===== src/rtl/txl_pkg.sv =====
package txl_pkg;
  localparam int unsigned FSEL_W = 3;

  // word length in bits for a length select code
  function automatic int unsigned fsel_bits(input logic [FSEL_W-1:0] f);
    case (f)
      3'd0:    return 16;
      3'd1:    return 20;
      3'd2:    return 32;
      3'd3:    return 40;
      default: return 64;
    endcase
  endfunction

  function automatic int unsigned fsel_units(input logic [FSEL_W-1:0] f, input logic pam4);
    return pam4 ? (fsel_bits(f) >> 1) : fsel_bits(f);
  endfunction
endpackage


===== src/rtl/txl_shifter.sv =====
module txl_shifter
  import txl_pkg::*;
#(
  parameter int unsigned DATA_W = 64,
  localparam int unsigned CNT_W = $clog2(DATA_W + 1)
) (
  input  logic              clk_i,
  input  logic              rst_ni,
  input  logic [DATA_W-1:0] data_i,
  input  logic              valid_i,
  input  logic              pam4_i,
  input  logic              gray_i,
  input  logic [FSEL_W-1:0] fsel_i,
  output logic              ready_o,
  output logic              busy_o,
  output logic [1:0]        sym_o,
  output logic              sym_pam4_o,
  output logic              sym_gray_o
);
  logic [DATA_W-1:0] shreg_q;
  logic [CNT_W-1:0]  cnt_q;
  logic              pam4_q, gray_q;
  logic              load;

  assign busy_o     = (cnt_q != '0);
  assign ready_o    = (cnt_q <= CNT_W'(1));
  assign load       = valid_i && ready_o;
  assign sym_o      = pam4_q ? shreg_q[1:0] : {1'b0, shreg_q[0]};
  assign sym_pam4_o = pam4_q;
  assign sym_gray_o = gray_q;

  always_ff @(posedge clk_i or negedge rst_ni) begin
    if (!rst_ni) begin
      shreg_q <= '0;
      cnt_q   <= '0;
      pam4_q  <= 1'b0;
      gray_q  <= 1'b0;
    end else begin
      if (busy_o) begin
        shreg_q <= pam4_q ? (shreg_q >> 2) : (shreg_q >> 1);
        cnt_q   <= cnt_q - CNT_W'(1);
      end
      if (load) begin
        shreg_q <= data_i;
        cnt_q   <= CNT_W'(fsel_units(fsel_i, pam4_i));
        pam4_q  <= pam4_i;
        gray_q  <= gray_i;
      end
    end
  end


  gapless_chk: assert property (@(posedge clk_i) disable iff (!rst_ni)
    (cnt_q > CNT_W'(1)) |=> (cnt_q != '0));


  load_cnt_chk: assert property (@(posedge clk_i) disable iff (!rst_ni)
    (valid_i && ready_o) |=> (cnt_q == CNT_W'(fsel_units($past(fsel_i), $past(pam4_i)))));
endmodule


===== src/rtl/txl_gray_map.sv =====
module txl_gray_map (
  input  logic       en_i,
  input  logic [1:0] sym_i,
  output logic [1:0] sym_o
);
  assign sym_o = en_i ? {sym_i[1], sym_i[1] ^ sym_i[0]} : sym_i;
endmodule


===== src/rtl/txl_precoder.sv =====
module txl_precoder (
  input  logic       clk_i,
  input  logic       rst_ni,
  input  logic       fire_i,
  input  logic       pam4_i,
  input  logic       pre_en_i,
  input  logic [1:0] sym_i,
  output logic [1:0] ser_o,
  output logic       ser_vld_o
);
  logic [1:0] st_q, y, out;

  always_comb begin
    if (pam4_i) y = sym_i - st_q;
    else        y = {1'b0, sym_i[0] ^ st_q[0]};
    out = pre_en_i ? y : sym_i;
  end

  always_ff @(posedge clk_i or negedge rst_ni) begin
    if (!rst_ni) begin
      st_q      <= '0;
      ser_o     <= '0;
      ser_vld_o <= 1'b0;
    end else begin
      ser_vld_o <= fire_i;
      ser_o     <= fire_i ? out : 2'b00;
      if (!pre_en_i)   st_q <= '0;
      else if (fire_i) st_q <= y;
    end
  end


  pre_off_chk: assert property (@(posedge clk_i) disable iff (!rst_ni)
    !pre_en_i |=> (st_q == 2'b00));


  nrz_pre_chk: assert property (@(posedge clk_i) disable iff (!rst_ni)
    (fire_i && pre_en_i && !pam4_i) |=> (ser_o == {1'b0, st_q[0]}));
endmodule


===== src/rtl/txl_ser_top.sv =====
module txl_ser_top
  import txl_pkg::*;
#(
  parameter int unsigned DATA_W = 64
) (
  input  logic              clk_i,
  input  logic              rst_ni,
  input  logic [DATA_W-1:0] data_i,
  input  logic              valid_i,
  output logic              ready_o,
  input  logic              pam4_i,
  input  logic              gray_en_i,
  input  logic              pre_en_i,
  input  logic [FSEL_W-1:0] fsel_i,
  output logic [1:0]        ser_o,
  output logic              ser_vld_o
);
  logic       busy, sym_pam4, sym_gray;
  logic [1:0] raw_sym, gray_sym;

  txl_shifter #(.DATA_W(DATA_W)) u_shift (
    .clk_i, .rst_ni, .data_i, .valid_i,
    .pam4_i, .gray_i(gray_en_i), .fsel_i,
    .ready_o, .busy_o(busy), .sym_o(raw_sym),
    .sym_pam4_o(sym_pam4), .sym_gray_o(sym_gray)
  );

  txl_gray_map u_gray (
    .en_i(sym_pam4 && sym_gray), .sym_i(raw_sym), .sym_o(gray_sym)
  );

  txl_precoder u_pre (
    .clk_i, .rst_ni, .fire_i(busy), .pam4_i(sym_pam4), .pre_en_i,
    .sym_i(gray_sym), .ser_o, .ser_vld_o
  );


  vld_follow_chk: assert property (@(posedge clk_i) disable iff (!rst_ni)
    busy |=> ser_vld_o);


  nrz_msb_chk: assert property (@(posedge clk_i) disable iff (!rst_ni)
    (busy && !sym_pam4) |=> (ser_o[1] == 1'b0));
endmodule


===== config.mk =====
export PLATFORM = sky130hd
export DESIGN_NAME = txl_ser_top
export DESIGN_NICKNAME = d
export VERILOG_FILES = /design/src/rtl/txl_pkg.sv /design/src/rtl/txl_shifter.sv /design/src/rtl/txl_gray_map.sv /design/src/rtl/txl_precoder.sv /design/src/rtl/txl_ser_top.sv
export SDC_FILE = /design/constraint.sdc
export NUM_CORES = 1
export LEC_CHECK = 0
export BUFFER_PORTS_ARGS = -buffer_cell sky130_fd_sc_hd__buf_4
export CAP_MARGIN = 10
export CORE_ASPECT_RATIO = 0.6
export CORE_UTILIZATION = 50
export CTS_BUF_LIST = sky130_fd_sc_hd__clkbuf_8 sky130_fd_sc_hd__clkbuf_16
export CTS_CLUSTER_DIAMETER = 30
export DETAILED_ROUTE_END_ITERATION = 8
export GPL_TIMING_DRIVEN = 0
export HOLD_SLACK_MARGIN = 0.1
export PLACE_DENSITY = 0.79
export SLEW_MARGIN = 20
export SYNTH_ARGS = -nofsm -noshare
export SYNTH_HDL_FRONTEND = slang
export SYNTH_HIERARCHICAL = 1
export SYNTH_SLANG_ARGS = --single-unit

===== constraint.sdc =====
create_clock -name clk_i -period 3 [get_ports clk_i]
set_clock_uncertainty 0.2 [all_clocks]
set_input_delay 0.15 -clock clk_i [delete_from_list [all_inputs] [get_ports clk_i]]
set_output_delay 0.15 -clock clk_i [all_outputs]
set_load 0.02 [all_outputs]

==> flow_metrics.tcl <==
set metrics [dict create \
    syn_area_um2 4520 \
    wl_um 11000 \
    fin_cells 717 \
    final_nets 676 \
    io_buffers 76 \
    required_ns 3.06 \
    synth_top_family_by_area "multiplexers" \
    clkTransAtPathRegs_ns 0.06 \
    grt_pass1_wl_um 18000 \
    min_path_type "primary input to flop" \
    grt_antenna_before_repair 0 \
    violations "design-rule violations" \
    drive_above_1_share_pct 29.3 \
    fin_util_pct 72.5 \
    cts_resized 0 \
    min_period_over_period_pct 91.9 \
    path_max_fanout 10 \
    initial_core_util_pct 52.3 \
    tritoncts "yes" \
    cts_buffers 9 \
    core_um2 8650 \
    worst_path_max_delay_cell "buf_1" \
    status "complete, but fails checks" \
    p_leak_nw 3.17 \
    synthSimpleGateAreaFrac_pct 10.9 \
    muxShareOfSynthArea_pct 30.3 \
    crit_path_start_kind "flop" \
    syn-instance-count 437 \
    crit_path_cell_trace "buf_2 -> buf_1 -> and2_1 -> nand2_1 -> xnor2_1 -> inv_1 -> ha_1 -> xnor2_1 -> nand4_1 -> o211ai_1" \
    ys_seq_area_share_pct 43.1 \
    yosys.area_share.xor_xnor_pct 1.16 \
    slew_viol_final 0 \
    synth_flop_cell "dfrtp_1" \
    worst_ep_arrival_time_ns 2.82 \
    synth-edff-count 0 \
    yosysWarnings 6 \
    final_common_cell "buf_4" \
    viasPerCell 5.26 \
    ios 77 \
    cts_hold_buf 74 \
    die-height_um 75.7 \
    post-route-min-period_ns 2.76 \
    antennaDiodeCount 0 \
    tightestPinTransition_ns 0.591 \
    max-vdd-ir-drop_v 0.000281 \
    ctsLongestPathBuffers 2 \
    vias 3769 \
    slew_headroom_pct 60.6 \
    grt_use_total_pct 24.9 \
    critPathCaptureType "flop" \
    synthAdderAreaFrac_pct 0.830 \
    drtPass1Iterations 6 \
    globalplace.congestion 0.808 \
    grt_max_degree 79 \
    mostFrequentLayoutCells "86 x buf_4, 78 x nand2_1, 78 x dfrtp_1" \
    power_density_nw_per_um2 353 \
    clkSinkCount 78 \
    path_class "flop to flop" \
    root_buffer "clkbuf_16" \
    async_flop_share_pct 100 \
    finalHoldViolations 0 \
    max_freq_mhz 363 \
    synth_seq_cells 78 \
    yosysUniqueCellTypes 35 \
    die_w_um 125 \
    dpl.hpwl_um 7050 \
    drv_cap 0 \
    cts-htree-levels 3 \
    setup_tns_ns 0 \
    critical-path-max-stage-delay_ns 0.50 \
    first_global_vias 3717 \
    antenna_left 0 \
    setup_viol_count_final 0 \
    grt_setup_unrepaired "false" \
    row_count 26 \
    dp.cells 625 \
    drtIter0Drc 204 \
    syn_nets 513 \
    post_cts_buffers 0 \
    design_area_um2 6280 \
    worst_skew_pair.late_latency_ns 0.34 \
    drc 10 \
    wl_per_cell_um 15.3 \
    synth-compound-area-share_pct 9.24 \
    syn_avg_cell_area_um2 10.4 \
    place_area_um2 5240 \
    synthToLayoutAreaGrowth_pct 38.7 \
    critPathMostFrequentCell "xnor2_1" \
    die_area_um2 9450 \
    overflow 0 \
    whs_ns 0.149 \
]
## Yosys cell counts, types with 4 or more instances
cell type | instances | area share, %
and2_1 | 4 | 0.55
buf_2 | 12 | 1.3
buf_4 | 10 | 1.7
clkbuf_1 | 7 | 0.58
dfrtp_1 | 78 | 43
inv_1 | 4 | 0.33
mux2_2 | 62 | 15
mux2i_1 | 67 | 15
nand2_1 | 78 | 6.5
nor2_1 | 7 | 0.58
o21ai_0 | 65 | 7.2
xnor2_1 | 4 | 0.77
## area by class of cell
class | count | area [µm²]
repair buffers | 152 | 1350
flip-flops and latches | 78 | 1950
clock inverters | 6 | 23.8
fillers | 667 | 2380
plain buffers | 32 | 188
multi-input cells | 323 | 2370
inverters | 4 | 15.0
well taps | 112 | 140
clock buffers | 10 | 239
## through the flow
stage          worst slack, ns  total power [mW]
2_1_floorplan            0.772              1.08
3_3_place_gp             0.376              1.18
3_5_place_dp             0.251              1.18
4_1_cts                  0.231              2.23
5_1_grt                 0.0189              2.30
6_report                 0.242              2.22
## critical path, delay by kind of cell (launching register included)
kind	cells	cell delay, ns
buffers and inverters	3	0.88
DFF	1	0.44
and+or+nand+nor	3	0.43
xor gates and xnor gates	2	0.38
adders and majority gates	1	0.24
AOI/OAI and AO/OA	1	0.11
## where the power goes
part / leakage, nW / switching, mW / internal, mW / total (mW)
Combinational: 2.03 / 0.0589 / 0.130 / 0.188
Clock: 0.149 / 0.407 / 0.566 / 0.973
Sequential: 0.987 / 0.000669 / 1.05 / 1.05
## flip-flops by register name (all words and copies together) (netlist names)
register	cells
u_pre/ser_o	2
u_pre/ser_vld_o	1
u_pre/st_q	2
u_shift/cnt_q	7
u_shift/shreg_q	64
u_shift/sym_gray_o	1
u_shift/sym_pam4_o	1
## layer usage
metal  track usage [%]  share of wire [%]  wire length [µm]
met4              6.31               0.85                93
met3              6.67                4.7               515
met5                 0                  0                 0
met1              34.7                 51              5610
met2              39.1                 43              4780
## worst paths after layout
check | end | cells after the start | slack (ns) | start
max | u_pre/ser_o[1] | 10 | 0.24 | u_shift/sym_pam4_o
min | u_shift/cnt_q[4] | 4 | 0.15 | fsel_i[1]
max reg2reg | u_pre/ser_o[1] | 10 | 0.24 | u_shift/sym_pam4_o
min reg2reg | u_shift/cnt_q[6] | 2 | 0.32 | u_shift/cnt_q[6]
max in group asynchronous | u_shift/shreg_q[25] | 4 | 1.41 | rst_ni
min in group asynchronous | u_shift/shreg_q[58] | 3 | 0.61 | rst_ni
## kinds of logic (layout without fill, tap and decap cells)
group                    after synthesis  after routing
flip-flops                            78             78
multiplexers                         129            129
adder cells (fa/ha/maj)                3              3
XOR/XNOR                               6              6
AO/OA/AOI/OAI                         75             75
buffers and inverters                 36            204
AND/OR/NAND/NOR                      110            110
Note: power is estimated with default switching activity, not from simulation.
